`src/rtl/adc_regif_pkg.sv`:
```
// Package: operation encoding shared by the decoder-facing ADC interface.
package adc_regif_pkg;
    typedef enum logic [2:0] {
        OP_RD_HI  = 3'd0,
        OP_RD_LO  = 3'd1,
        OP_LD_CMP = 3'd2,
        OP_START  = 3'd3,
        OP_TEST   = 3'd4,
        OP_RD_CTL = 3'd5,
        OP_WR_CTL = 3'd6,
        OP_NOP    = 3'd7
    } adc_op_e;
endpackage

```
`src/rtl/adc_ctl_reg.sv`:
```
// Module: adc_ctl_reg
// Holds the nibble-wide ADC control register written from the A accumulator.
// Assumes wr_en is a single-cycle decode of the write-control operation.
module adc_ctl_reg #(
    parameter int NIB = 4
) (
    input  logic           clk,
    input  logic           rst_n,
    input  logic           wr_en,
    input  logic [NIB-1:0] wr_data,
    output logic [NIB-1:0] ctl_q
);
    // Register update on a write operation.
    always_ff @(posedge clk) begin
        if (!rst_n)     ctl_q <= '0;
        else if (wr_en) ctl_q <= wr_data;
    end

    AST_CTL_WRITE: assert property (@(posedge clk) disable iff (!rst_n)
        wr_en |=> ctl_q == $past(wr_data));
endmodule

```
`src/rtl/adc_sar_seq.sv`:
```
// Module: adc_sar_seq
// Successive-approximation sequencer and result register. Conversion mode
// resolves one bit per step pulse from the MSB down. Comparator mode takes
// one step and stores the decision in bit 0. Assumes cmp_in answers the
// dac_code presented in the same cycle.
module adc_sar_seq #(
    parameter int RES_W = 10,
    parameter int CMP_W = 8
) (
    input  logic             clk,
    input  logic             rst_n,
    input  logic             start,
    input  logic             mode,
    input  logic             step_en,
    input  logic             cmp_in,
    input  logic [CMP_W-1:0] cmp_ref,
    output logic [RES_W-1:0] res_q,
    output logic             busy_q,
    output logic             done,
    output logic [RES_W-1:0] dac_code
);
    localparam int PAD_W = RES_W - CMP_W;
    localparam logic [RES_W-1:0] MSB_MASK = {1'b1, {(RES_W-1){1'b0}}};

    logic [RES_W-1:0] mask_q;
    logic             cmp_run_q;

    // Final step of the running operation.
    assign done = busy_q & step_en & (cmp_run_q | mask_q[0]);

    // Trial code: reference in comparator mode, partial result plus trial bit otherwise.
    assign dac_code = mode ? {cmp_ref, {PAD_W{1'b0}}} : (res_q | mask_q);

    // Sequencer state: start/restart, then one bit per step pulse.
    always_ff @(posedge clk) begin
        if (!rst_n) begin
            res_q     <= '0;
            mask_q    <= '0;
            busy_q    <= 1'b0;
            cmp_run_q <= 1'b0;
        end else if (start) begin
            busy_q    <= 1'b1;
            cmp_run_q <= mode;
            mask_q    <= mode ? '0 : MSB_MASK;
            if (!mode) res_q <= '0;
        end else if (busy_q && step_en) begin
            if (cmp_run_q) begin
                res_q[0] <= cmp_in;
                busy_q   <= 1'b0;
            end else begin
                res_q  <= cmp_in ? (res_q | mask_q) : (res_q & ~mask_q);
                mask_q <= mask_q >> 1;
                if (mask_q[0]) busy_q <= 1'b0;
            end
        end
    end

    AST_DONE_IDLE: assert property (@(posedge clk) disable iff (!rst_n)
        (done && !start) |=> !busy_q);
    AST_CMP_ONE_BIT: assert property (@(posedge clk) disable iff (!rst_n)
        (done && cmp_run_q && !start) |=> res_q[RES_W-1:1] == $past(res_q[RES_W-1:1]));
    AST_IDLE_HOLD: assert property (@(posedge clk) disable iff (!rst_n)
        (!busy_q && !start) |=> $stable(res_q));
endmodule

```
`src/rtl/adc_flag.sv`:
```
// Module: adc_flag
// Completion flag with test-and-skip. Start clears it, completion sets it.
// A test with interrupts disabled consumes it. An interrupt acknowledge
// clears it otherwise. Assumes start and test never coincide.
module adc_flag (
    input  logic clk,
    input  logic rst_n,
    input  logic start,
    input  logic done,
    input  logic test,
    input  logic irq_en,
    input  logic irq_ack,
    output logic flag_q,
    output logic skip_q
);
    logic test_hit;
    assign test_hit = test & ~irq_en & flag_q;

    // Flag priority: start, completion, consuming test, acknowledge.
    always_ff @(posedge clk) begin
        if (!rst_n)        flag_q <= 1'b0;
        else if (start)    flag_q <= 1'b0;
        else if (done)     flag_q <= 1'b1;
        else if (test_hit) flag_q <= 1'b0;
        else if (irq_ack)  flag_q <= 1'b0;
    end

    // Registered skip request for the instruction decoder.
    always_ff @(posedge clk) begin
        if (!rst_n) skip_q <= 1'b0;
        else        skip_q <= test_hit;
    end

    AST_TEST_CLEAR: assert property (@(posedge clk) disable iff (!rst_n)
        (test && !irq_en && flag_q && !start && !done) |=> (!flag_q && skip_q));
    AST_NO_SKIP_IRQ: assert property (@(posedge clk) disable iff (!rst_n)
        (test && irq_en) |=> !skip_q);
    AST_START_CLEAR: assert property (@(posedge clk) disable iff (!rst_n)
        start |=> !flag_q);
endmodule

```
`src/rtl/adc_read_port.sv`:
```
// Module: adc_read_port
// Registers the nibble views returned to the A and B accumulators. The
// read-high window depends on the mode bit. Assumes RES_W - 2*NIB is
// between 1 and NIB.
module adc_read_port
    import adc_regif_pkg::*;
#(
    parameter int RES_W = 10,
    parameter int NIB   = 4
) (
    input  logic             clk,
    input  logic             rst_n,
    input  logic             op_valid,
    input  adc_op_e          op,
    input  logic             mode,
    input  logic [RES_W-1:0] res,
    input  logic [NIB-1:0]   ctl,
    output logic [NIB-1:0]   a_q,
    output logic [NIB-1:0]   b_q,
    output logic             a_ld,
    output logic             b_ld
);
    localparam int LO_W = RES_W - 2*NIB;
    localparam int ZF_W = NIB - LO_W;

    // Capture the selected nibbles and pulse the load strobes.
    always_ff @(posedge clk) begin
        if (!rst_n) begin
            a_q  <= '0;
            b_q  <= '0;
            a_ld <= 1'b0;
            b_ld <= 1'b0;
        end else begin
            a_ld <= 1'b0;
            b_ld <= 1'b0;
            if (op_valid) begin
                case (op)
                    OP_RD_HI: begin
                        a_ld <= 1'b1;
                        b_ld <= 1'b1;
                        a_q  <= mode ? res[NIB-1:0]       : res[RES_W-NIB-1 -: NIB];
                        b_q  <= mode ? res[2*NIB-1 -: NIB] : res[RES_W-1 -: NIB];
                    end
                    OP_RD_LO: begin
                        a_ld <= 1'b1;
                        a_q  <= {res[LO_W-1:0], {ZF_W{1'b0}}};
                    end
                    OP_RD_CTL: begin
                        a_ld <= 1'b1;
                        a_q  <= ctl;
                    end
                    default: ;
                endcase
            end
        end
    end

    AST_LOAD_PAIRED: assert property (@(posedge clk) disable iff (!rst_n)
        b_ld |-> (a_ld && $past(op_valid)));
endmodule

```
`src/rtl/adc_regif.sv`:
```
// Module: adc_regif (top)
// Processor-side ADC register interface: decodes operations, holds the
// comparator reference and ties together the control register, sequencer,
// completion flag and read port. Assumes at most one operation per cycle.
module adc_regif
    import adc_regif_pkg::*;
#(
    parameter int RES_W = 10,
    parameter int NIB   = 4
) (
    input  logic             clk,
    input  logic             rst_n,
    input  logic             op_valid,
    input  logic [2:0]       op_code,
    input  logic [NIB-1:0]   a_in,
    input  logic [NIB-1:0]   b_in,
    input  logic             irq_en,
    input  logic             irq_ack,
    input  logic             step_en,
    input  logic             cmp_in,
    output logic [NIB-1:0]   a_out,
    output logic [NIB-1:0]   b_out,
    output logic             a_load,
    output logic             b_load,
    output logic             skip,
    output logic             done_flag,
    output logic             busy,
    output logic [RES_W-1:0] dac_code
);
    localparam int CMP_W    = 2*NIB;
    localparam int MODE_BIT = NIB - 1;

    adc_op_e          op;
    logic [NIB-1:0]   ctl_q;
    logic [CMP_W-1:0] cmp_ref_q;
    logic [RES_W-1:0] res_q;
    logic             mode, do_start, do_test, do_wr_ctl, do_ld_cmp, seq_done;

    // Operation decode.
    assign op        = adc_op_e'(op_code);
    assign mode      = ctl_q[MODE_BIT];
    assign do_start  = op_valid && (op == OP_START);
    assign do_test   = op_valid && (op == OP_TEST);
    assign do_wr_ctl = op_valid && (op == OP_WR_CTL);
    assign do_ld_cmp = op_valid && (op == OP_LD_CMP);

    // Comparator reference: loaded from B:A only in comparator mode.
    always_ff @(posedge clk) begin
        if (!rst_n)                cmp_ref_q <= '0;
        else if (do_ld_cmp && mode) cmp_ref_q <= {b_in, a_in};
    end

    adc_ctl_reg #(.NIB(NIB)) u_ctl (
        .clk(clk), .rst_n(rst_n), .wr_en(do_wr_ctl), .wr_data(a_in), .ctl_q(ctl_q)
    );

    adc_sar_seq #(.RES_W(RES_W), .CMP_W(CMP_W)) u_seq (
        .clk(clk), .rst_n(rst_n), .start(do_start), .mode(mode), .step_en(step_en),
        .cmp_in(cmp_in), .cmp_ref(cmp_ref_q), .res_q(res_q), .busy_q(busy),
        .done(seq_done), .dac_code(dac_code)
    );

    adc_flag u_flag (
        .clk(clk), .rst_n(rst_n), .start(do_start), .done(seq_done), .test(do_test),
        .irq_en(irq_en), .irq_ack(irq_ack), .flag_q(done_flag), .skip_q(skip)
    );

    adc_read_port #(.RES_W(RES_W), .NIB(NIB)) u_rd (
        .clk(clk), .rst_n(rst_n), .op_valid(op_valid), .op(op), .mode(mode),
        .res(res_q), .ctl(ctl_q), .a_q(a_out), .b_q(b_out), .a_ld(a_load), .b_ld(b_load)
    );

    AST_LDCMP_IGNORED: assert property (@(posedge clk) disable iff (!rst_n)
        (do_ld_cmp && !mode) |=> $stable(cmp_ref_q));
    AST_IRQ_KEEPS_FLAG: assert property (@(posedge clk) disable iff (!rst_n)
        (do_test && irq_en && done_flag && !irq_ack) |=> done_flag);
endmodule

```
`config.mk`:
```
export PLATFORM = sky130hd
export DESIGN_NAME = adc_regif
export DESIGN_NICKNAME = d
export VERILOG_FILES = /design/src/rtl/adc_regif_pkg.sv /design/src/rtl/adc_ctl_reg.sv /design/src/rtl/adc_sar_seq.sv /design/src/rtl/adc_flag.sv /design/src/rtl/adc_read_port.sv /design/src/rtl/adc_regif.sv
export SDC_FILE = /design/constraint.sdc
export NUM_CORES = 1
export LEC_CHECK = 0
export CAP_MARGIN = 20
export CORE_MARGIN = 5
export CORE_UTILIZATION = 30
export CTS_CLUSTER_DIAMETER = 120
export DETAILED_ROUTE_END_ITERATION = 10
export GPL_TIMING_DRIVEN = 0
export PLACE_DENSITY = 0.6
export SKIP_LAST_GASP = 1
export SLEW_MARGIN = 40
export SYNTH_ARGS = -nofsm -noshare
export SYNTH_HDL_FRONTEND = slang
export SYNTH_HIERARCHICAL = 1
export SYNTH_SLANG_ARGS = --single-unit
```
`constraint.sdc`:
```
create_clock -name clk -period 4.8 [get_ports clk]
set_clock_uncertainty 0.2 [all_clocks]
set_input_delay 0.96 -clock clk [delete_from_list [all_inputs] [get_ports clk]]
set_output_delay 0.96 -clock clk [all_outputs]
set_load 0.02 [all_outputs]
```
Yosys cells after proc, flatten, opt, wreduce, memory -nomap -nowiden. Cells that the tools add are included.

Input bits: 18. Register bits after elaboration: 46. Output and inout bits: 23. Word-level logic and storage cells: 74.

Mux-type cells: 23. Eq/ne operators: 8. Bitwise logic cells: 10. Reduce and logical (&&, ||, !) cells: 20.

Operators with widths (number): $mux 10 (9); $pmux 4 s3 (1); $reduce_and 2->1 (6); $and 10x10->10 (1); $mux 1 (10); $not 10->10 (1); $or 10x10->10 (1); $eq 3x3->1 const B (3); $mux 9 (1); $reduce_bool 3->1 (3); $mux 4 (2); $eq 3x2->1 const B (2); $logic_and 1x1->1 (6); $and 1x1->1 (4); $ne 2x2->1 const B (2); $eq 3x1->1 const B (1); $logic_not 3->1 (1); $reduce_and 3->1 (1); $reduce_or 3->1 (1); $not 1->1 (2); $reduce_bool 2->1 (1); $reduce_or 2->1 (1); $or 1x1->1 (1).

Longest topological paths before layout. Gate-level depths: netlist of the first run.

Depth after elaboration: 6. Depth in mapped cells: 7. Gate-level depth less buffers: 5.

Modules after synthesis. The synthesis of the first run kept the hierarchy.

By module, submodules not included: adc_sar_seq (area each 1084.8 µm², cells an instance 131, sequential area each 440.4 µm², times used 1); adc_read_port (area each 529.3 µm², cells an instance 55, sequential area each 200.2 µm², times used 1); adc_regif (area each 369.1 µm², cells an instance 40, sequential area each 160.2 µm², times used 1); adc_ctl_reg (area each 156.4 µm², cells an instance 13, sequential area each 80.1 µm², times used 1); adc_flag (area each 83.8 µm², cells an instance 8, sequential area each 40.0 µm², times used 1).

Worst setup path before layout of the first run. Ideal clock, no wire load.

Kind: input to register. Start point: in op_valid. End point: reg u_seq.res_q[8]. Setup time: 0.120 ns. Stages on the path: 7. Buffers on the path: 2. Data arrival time: 2.397 ns. Data required time: 4.480 ns. Setup slack: 2.083 ns. Cell sequence: nand2_2 nor3b_1 nor4bb_1 buf_4 buf_6 and3_1 a211o_1.

Word-level cells in the longest chain between the ends: 3. Elaborated cells between the ends (all ways): 6. Classes of those cells: eq/ne: 2; mux: 1; reduce/logical: 3.

Ends and longest elaborated chain: start: declaration (line adc_regif.sv:13) `input logic op_valid,`; $logic_and 1x1->1 (*) (line adc_regif.sv:42) `assign do_start = op_valid && (op == OP_START);`; net do_start (line adc_regif.sv:37) `logic mode, do_start, do_test, do_wr_ctl, do_ld_cmp, seq_done;`; $ne 2x2->1 (no line) or $reduce_bool 2->1 (tied branches); $reduce_and 3->1 (no line); end signal: assignment (line adc_sar_seq.sv:51) `res_q <= cmp_in ? (res_q | mask_q) : (res_q & ~mask_q);`; end: declaration (line adc_sar_seq.sv:17) `output logic [RES_W-1:0] res_q,`.

Mark *: on every way through the listed nets, which the timed path passes. The rest lies on a longest branch. A chain may end at the register's enable or synchronous reset.

Final worst setup path of the first run.
Start point: reg u_ctl.ctl_q[3]. End point: out dac_code[4].

Word-level cells in the longest chain between the ends: 1.

Ends and longest elaborated chain: start: declaration (line adc_ctl_reg.sv:11) `output logic [NIB-1:0] ctl_q`; start signal: assignment (line adc_ctl_reg.sv:16) `else if (wr_en) ctl_q <= wr_data;`; $mux 10 (line adc_sar_seq.sv:32) `assign dac_code = mode ? {cmp_ref, {PAD_W{1'b0}}} : (res_q | mask_q);`; end: declaration (line adc_regif.sv:28) `output logic [RES_W-1:0] dac_code`.

No other way between the ends.

==> metrics.log, run 1 <==
INFO  metric drv_cap = 0
INFO  metric first_pass_grt_wire_length = 8.76 mm
INFO  metric finalMaxSlewViolations = 0
INFO  metric unrepaired_setup_endpoints_after_global_routing = false
INFO  metric avgRoutedWirePerCell = 13.9 um
INFO  metric fin_tns_setup = 0 ns
INFO  metric cts.reportedPaths.clkPinSlew = 0.08 ns
INFO  metric synth_edf_count = 0
INFO  metric post_synth_most_frequent_cells = 46 x sky130_fd_sc_hd__dfxtp_1, 38 x sky130_fd_sc_hd__nand2_1, 21 x sky130_fd_sc_hd__mux2i_1, 17 x sky130_fd_sc_hd__nor2_1, 12 x sky130_fd_sc_hd__nand3_1
INFO  metric worst_ir_drop_vdd = 0.0913 mV
INFO  metric placementRows = 31
INFO  metric remaining_drc_errors = 0
INFO  metric cts_buffers = 5
INFO  metric clockBufferDepth = 2
INFO  metric via_count_of_the_first_global_routing_pass = 1783
INFO  metric min-delay-path-class = register to register
INFO  metric layout-drive-gt1-share = 8.16%
INFO  metric worstSetupEndpoint = dac_code[4]
INFO  metric synth_cells = approximately 250
INFO  metric synth_seq_cells = 46
INFO  metric critical_path_class = register to output pin
INFO  metric worst_min_path_start = u_flag/flag_q
INFO  metric dp.final_hpwl = between 4 and 5 mm
INFO  metric netlist_top_cells_area = sky130_fd_sc_hd__dfxtp_1 41%, sky130_fd_sc_hd__mux2i_1 9.5%, sky130_fd_sc_hd__nand2_1 6.4%
INFO  metric layout-area-overhead-vs-synth = 27.2%
INFO  metric synth_area = 2220 um2
INFO  metric num_vias = 1871
INFO  metric floorplan.io_pins = between 40 and 50
INFO  metric p_leak = 1.05 nW
INFO  metric final_antenna_net_count = 0
INFO  metric grt_max_degree = 22
INFO  metric floorplan.initialDensity = 30.7%
INFO  metric cellPowerDensity = 242 nW/um2
INFO  metric r2r-end = u_rd/a_q[3]
INFO  metric finalHoldViolations = 0
INFO  metric finish.net_count = 312
INFO  metric report.final.setup_viol = 0
INFO  metric setup.worst_path.start = u_ctl/ctl_q[3]
INFO  metric setup.worst_path.start_class = register
INFO  metric dieArea = 9230 um2
INFO  metric detail_route.wirelength = between 5 and 6 mm
INFO  metric sequential_to_total_area_share_from_yosys_stat = 41.4%
INFO  metric netlist.area_leader.share = around two fifths
INFO  metric postSynthNetCount = 265
INFO  metric die_x = between 90 and 100 um
INFO  metric worst-endpoint-arrival = roughly 2.4 ns
INFO  metric yosys_warnings = 6
INFO  metric preCtsSetupSlack = 1.28 ns
INFO  metric die_y = 96.1 um
INFO  metric slew-limit-headroom = 55.9%
INFO  metric dr.first_iter.drc_count = 102
INFO  metric gp_routability_congestion = 0.754
INFO  metric grt.overflow.total = 0
INFO  metric grt_usage = between 10% and 20%
INFO  metric grt_antenna_before_repair = 0
INFO  metric layout_worst_path_cycle_share = between 70 and 80%
INFO  metric worst-slew-pin-transition = between 0.6 and 0.7 ns
INFO  metric number_of_diodes_added_for_antenna_fixing = 0
INFO  metric fmax = 0.281 GHz
INFO  metric synthFlopType = sky130_fd_sc_hd__dfxtp_1
INFO  metric cts.htree.levels = 2
INFO  metric clock_tree.root_cell = sky130_fd_sc_hd__clkbuf_8
INFO  metric status = finished clean
INFO  metric cts.repair.resized = 0
INFO  metric crit_fanout = 10
INFO  metric postSynth.asyncResetShare = 0%
INFO  metric first_pass_iteration_count_of_the_detailed_router = 4
INFO  metric cts_setup_buffers = 0
INFO  metric synth_cell_type_count = 38
INFO  metric portBuffers = 40
INFO  metric largest_area_contributor_in_the_synthesized_netlist = sky130_fd_sc_hd__dfxtp_1
INFO  metric reg_to_reg_slack_setup = 3.20 ns
INFO  metric r2r_cells = 4
INFO  metric critical_path_required = roughly 3.6 ns
INFO  metric synth.most_common_cell = sky130_fd_sc_hd__dfxtp_1
INFO  metric core_region_area = 7250 um2
INFO  metric clock_tree_from_tritoncts = done
INFO  metric routed_via_density = 4.76
INFO  metric fin_hold_ws = 0.248 ns
INFO  metric reg2reg_from = u_ctl/ctl_q[3]
INFO  metric synth.avg_cell_area = around 9.0 um2
INFO  metric fin_crit = 3.56 ns
INFO  metric total_power = 0.685 mW
INFO  metric hold_buffers = 0
INFO  metric clk-insertion-delay-late = between 0.2 and 0.3 ns
INFO  metric cts_sinks = 46
INFO  metric critical_path.endpoint_type = output pin
INFO  metric worst_slack = 1.24 ns
-- worst max-delay path, cell delays in order (launching register included) --
cell and delay [ns]:
sky130_fd_sc_hd__dfxtp_1 0.48, sky130_fd_sc_hd__clkbuf_1 0.34, sky130_fd_sc_hd__clkbuf_1 0.41, sky130_fd_sc_hd__nand2_1 0.08, sky130_fd_sc_hd__o21ai_0 0.13, sky130_fd_sc_hd__clkdlybuf4s50_1 0.66
-- power by group --
| part | switching [mW] | internal [mW] | total [mW] |
|---|---|---|---|
| clock network | 0.123 | 0.101 | 0.223 |
| registers | 0.00325 | 0.386 | 0.389 |
| logic | 0.0370 | 0.0354 | 0.0724 |
-- how the worst min path moves through the flow --
stage | slack [ns] | to | cells after the start
floorplan | 0.23 | cmp_ref_q[0] | 2
global placement | 0.23 | u_flag/skip_q | 2
detailed placement | 0.24 | u_flag/skip_q | 2
CTS | 0.25 | u_flag/skip_q | 2
global route | 0.26 | u_flag/skip_q | 2
finish | 0.25 | u_flag/skip_q | 2
-- registers in the layout, summed over array words and instances, names as in the netlist --
signal,count
u_rd/b_ld,1
u_seq/res_q,10
u_flag/skip_q,1
u_seq/busy_q,1
u_ctl/ctl_q,4
u_rd/a_ld,1
cmp_ref_q,8
u_rd/b_q,4
u_seq/mask_q,10
u_flag/flag_q,1
u_seq/cmp_run_q,1
u_rd/a_q,4
-- area by class of cell --
cell class,count,area (um2)
Buffer,14,83.8
Clock buffer,7,76.3
Fill cell,764,4420
Inverter,4,15.0
Multi-Input combinational cell,183,1210
Sequential cell,46,921
Tap cell,99,124
Timing Repair Buffer,40,400
-- kinds of logic after synthesis --
group / share of synthesized area [%]
AO/OA/AOI/OAI: 14.2
AND/OR/NAND/NOR: 29.4
multiplexers: 10.5
buffers and inverters: 4.45
flip-flops: 41.4
-- layer usage --
metal  track usage, %  wire length (um)  up-vias
met5                0                 0        -
met4             3.44                67        0
met3             2.89               318        6
met2             18.3              2350       43
met1             17.1              2740      858
li1                 -                 -      964
-- cell usage in the layout, fill, tap and decap left out, types with 2 or more instances in the layout --
cell	netlist	routed
sky130_fd_sc_hd__nor2b_1	9	9
sky130_fd_sc_hd__nand4_1	2	2
sky130_fd_sc_hd__a31oi_1	2	2
sky130_fd_sc_hd__nor3b_1	11	10
sky130_fd_sc_hd__mux2_2	2	2
sky130_fd_sc_hd__a211o_1	9	9
sky130_fd_sc_hd__clkbuf_1	7	9
sky130_fd_sc_hd__inv_1	4	4
sky130_fd_sc_hd__mux2i_1	21	21
sky130_fd_sc_hd__dfxtp_1	46	46
sky130_fd_sc_hd__clkbuf_8	0	5
sky130_fd_sc_hd__and2_1	2	2
sky130_fd_sc_hd__nand2b_1	3	3
sky130_fd_sc_hd__a21boi_1	9	9
sky130_fd_sc_hd__a211oi_1	4	4
sky130_fd_sc_hd__buf_4	2	2
sky130_fd_sc_hd__buf_6	3	3
sky130_fd_sc_hd__nor2_1	17	17
sky130_fd_sc_hd__clkdlybuf4s50_1	0	40
sky130_fd_sc_hd__and3_1	10	10
sky130_fd_sc_hd__a21oi_1	3	3
sky130_fd_sc_hd__nand3_1	12	12
sky130_fd_sc_hd__o21ai_0	11	11
sky130_fd_sc_hd__nand3b_1	3	3
sky130_fd_sc_hd__a311oi_1	2	2
sky130_fd_sc_hd__nor3b_2	1	2
sky130_fd_sc_hd__nand2_1	38	38
sky130_fd_sc_hd__o221a_2	2	2
-- per-stage QoR --
step	utilization, %	cells	instance area [um2]
after floorplan	-	247	2220
after global placement	37.9	386	2750
after detailed placement	38.0	386	2750
after CTS	39.0	393	2830
after global routing	39.0	393	2830
final	39.0	393	2830
Power figures use the tool's default switching activity.
==> run 2, diff against run 1 <==
PLACE_DENSITY = 0.62   (was 0.6)
clock period = 2.9 ns   (was 4.8 ns; I/O delays follow)
==> run 2 against run 1 <==
Against the previous run:
- cell count rose by 0.25%
- total power rose by 71%
- worst setup slack got worse by 1.1 ns
- sequential power rose by 66%
- global-route usage fell by 0.23 points
- clock-buffer cell count did not move
- sequential share of layout area fell by 0.14 points
- first-iteration DRC count did not move
- critical path depth did not move
- wire length fell by 1.2%
- combinational power rose by 66%
- highest routed layer unchanged
==> metrics.log, run 2 (same netlist as run 1, synthesis figures left out) <==
INFO  metric number_of_diodes_added_for_antenna_fixing = 0 (unchanged)
INFO  metric layout_worst_path_cycle_share = 94.5%
INFO  metric fin_crit = 2.74 ns
INFO  metric top_registers = u_seq/mask_q: 10 flops, u_seq/res_q: 10 flops, cmp_ref_q: 8 flops
INFO  metric floorplan.initialDensity = 30.7% (unchanged)
INFO  metric via_count_of_the_first_global_routing_pass = 1747 (-2.0%)
INFO  metric clockBufferDepth = 2 (unchanged)
INFO  metric cts.reportedPaths.clkPinSlew = 0.08 ns (about the same)
INFO  metric avgRoutedWirePerCell = 13.7 um (-1.5%)
INFO  metric remaining_drc_errors = 0 (unchanged)
INFO  metric routed_via_density = 4.80 (+0.76%)
INFO  metric first_pass_iteration_count_of_the_detailed_router = 5 (+1)
INFO  metric portBuffers = 40 (unchanged)
INFO  metric grt_antenna_before_repair = 0 (unchanged)
INFO  metric floorplan.io_pins = 41 (unchanged)
INFO  metric die_y = 96.1 um (unchanged)
INFO  metric core_region_area = 7250 um2 (unchanged)
INFO  metric critical_path_required = 2.12 ns (-1.52 ns)
INFO  metric fillers = 765 (+0.13%)
INFO  metric placement.cell_area = 2750 um2 (unchanged)
INFO  metric finalHoldViolations = 0 (unchanged)
INFO  metric die_x = 96.1 um (unchanged)
INFO  metric min-delay-path-class = register to register
INFO  metric r2r_cells = 4 (unchanged)
INFO  metric globalRoute.busiestLayer = met2
INFO  metric cts_setup_buffers = 0 (unchanged)
INFO  metric post-route-cell-area = 2850 um2 (+0.58%)
INFO  metric detail_route.wirelength = 5.41 mm (-1.2%)
INFO  metric reg_to_reg_slack_setup = 1.29 ns (-1.91 ns)
INFO  metric fin_tns_setup = 0 ns (unchanged)
INFO  metric finish.net_count = 312 (unchanged)
INFO  metric layout-area-overhead-vs-synth = 28.0%
INFO  metric cts_sinks = 46 (unchanged)
INFO  metric grt_usage = 11.9% (-0.23 points)
INFO  metric clk-insertion-delay-late = 0.29 ns (about the same)
INFO  metric dp.final_hpwl = 3.99 mm (-0.83%)
INFO  metric unrepaired_setup_endpoints_after_global_routing = false
INFO  metric first_pass_grt_wire_length = 8.56 mm (-2.3%)
INFO  metric grt_max_degree = 22 (unchanged)
INFO  metric reg2reg_from = u_seq/busy_q
INFO  metric worst_min_path_start = u_flag/flag_q
INFO  metric num_vias = 1890 (+1.0%)
INFO  metric worst_ir_drop_vdd = 0.202 mV (+120%)
INFO  metric cts.repair.resized = 9 (+9)
INFO  metric final_antenna_net_count = 0 (unchanged)
INFO  metric grt.overflow.total = 0 (unchanged)
INFO  metric preCtsSetupSlack = -0.215 ns (-1.49 ns)
INFO  metric gp_routability_congestion = 0.761 (+0.96%)
INFO  metric drv_cap = 0 (unchanged)
INFO  metric cts_buffers = 5 (unchanged)
INFO  metric layout.cells.most_common = sky130_fd_sc_hd__dfxtp_1
INFO  metric top_library_cells_by_usage_in_the_layout_fill_and_taps_aside = 45 x sky130_fd_sc_hd__dfxtp_1, 38 x sky130_fd_sc_hd__nand2_1, 33 x sky130_fd_sc_hd__clkdlybuf4s50_1
INFO  metric dieArea = 9230 um2 (unchanged)
INFO  metric grtUsageMet3 = 3.36% (+0.47 points)
INFO  metric cellPowerDensity = 411 nW/um2 (+70%)
INFO  metric grt.met1_usage = 16.3% (-0.82 points)
INFO  metric worstHoldEndpoint = u_flag/skip_q
INFO  metric layout-drive-gt1-share = 9.83% (+1.7 points)
INFO  metric p_leak = 1.10 nW (+5.3%)
INFO  metric placementRows = 31 (unchanged)
INFO  metric cts.htree.levels = 2 (unchanged)
INFO  metric dr.first_iter.drc_count = 102 (unchanged)
INFO  metric worst-endpoint-arrival = 1.96 ns (-0.44 ns)
INFO  metric whs_path_depth = 2 (unchanged)
INFO  metric r2r-end = u_seq/res_q[4]
INFO  metric fmax = 0.365 GHz
INFO  metric clock_tree_from_tritoncts = done
INFO  metric crit_fanout = 10 (unchanged)
INFO  metric critical_path_class = register to output pin
INFO  metric clock_tree.root_cell = sky130_fd_sc_hd__clkbuf_8
INFO  metric status = finished clean
INFO  metric slew-limit-headroom = 52.5% (-3.5 points)
INFO  metric setup.worst_path.start_class = register
INFO  metric finalMaxSlewViolations = 0 (unchanged)
INFO  metric worst_slack = 0.158 ns (-1.09 ns)
INFO  metric critical_path.endpoint_type = output pin
INFO  metric hold_buffers = 0 (unchanged)
INFO  metric worst-slew-pin-transition = 0.711 ns (+0.0518 ns)
INFO  metric met2_usage = 18.4% (+0.12 points)
INFO  metric report.final.setup_viol = 0 (unchanged)
run 2: final cells by class:
cell class | count | area, um2 | share of cell area, %
buffer | 14 | 86.3 | 3.03
clock buffer | 7 | 86.3 | 3.03
clock inverter | 1 | 5.00 | 0.176
inverter | 4 | 15.0 | 0.528
multi-input combinational | 183 | 1210 | 42.7
sequential | 46 | 922 | 32.4
tap | 99 | 124 | 4.35
timing repair buffer | 40 | 392 | 13.8
run 2: through the flow:
stage                     total power [mW]  cells  hold WS, ns  utilization (%)
after floorplan                      0.719    247        0.235                -
after global placement               0.779    386        0.234             37.9
after detailed placement             0.780    386        0.247             38.0
after CTS                             1.19    394        0.259             39.1
after global routing                  1.22    394        0.280             39.2
final                                 1.17    394        0.257             39.2
run 2: how the worst max path moves through the flow:
stage / slack [ns] / cells past startpoint / from / end
floorplan: 0.56 / 7 / op_valid / u_seq/res_q[8]
global placement: -0.55 / 6 / op_code[0] / u_seq/res_q[7]
detailed placement: -0.21 / 6 / op_code[0] / u_seq/res_q[7]
CTS: 0.01 / 5 / u_ctl/ctl_q[3] / dac_code[6]
global route: 0.04 / 5 / u_ctl/ctl_q[3] / dac_code[6]
finish: 0.16 / 5 / u_ctl/ctl_q[3] / dac_code[6]
run 2: metal layers:
layer / vias up / routed length (um)
met5: - / 0
met3: 6 / 339
met4: 0 / 47
li1: 967 / -
met2: 46 / 2420
met1: 871 / 2610
run 2: critical path, cell delays in order (launching register included):
cell and delay, ns:
sky130_fd_sc_hd__dfxtp_2 0.40, sky130_fd_sc_hd__clkbuf_2 0.23, sky130_fd_sc_hd__buf_2 0.26, sky130_fd_sc_hd__nand2_1 0.07
sky130_fd_sc_hd__o21ai_0 0.08, sky130_fd_sc_hd__clkdlybuf4s50_1 0.63
run 2: where the power goes:
| group | leakage (nW) | total, mW | internal [mW] | switching (mW) |
|---|---|---|---|---|
| registers | 0.372 | 0.645 | 0.639 | 0.00540 |
| logic | 0.682 | 0.120 | 0.0588 | 0.0616 |
| clock network | 0.0482 | 0.403 | 0.193 | 0.210 |
| total | 1.10 | 1.17 | 0.891 | 0.277 |
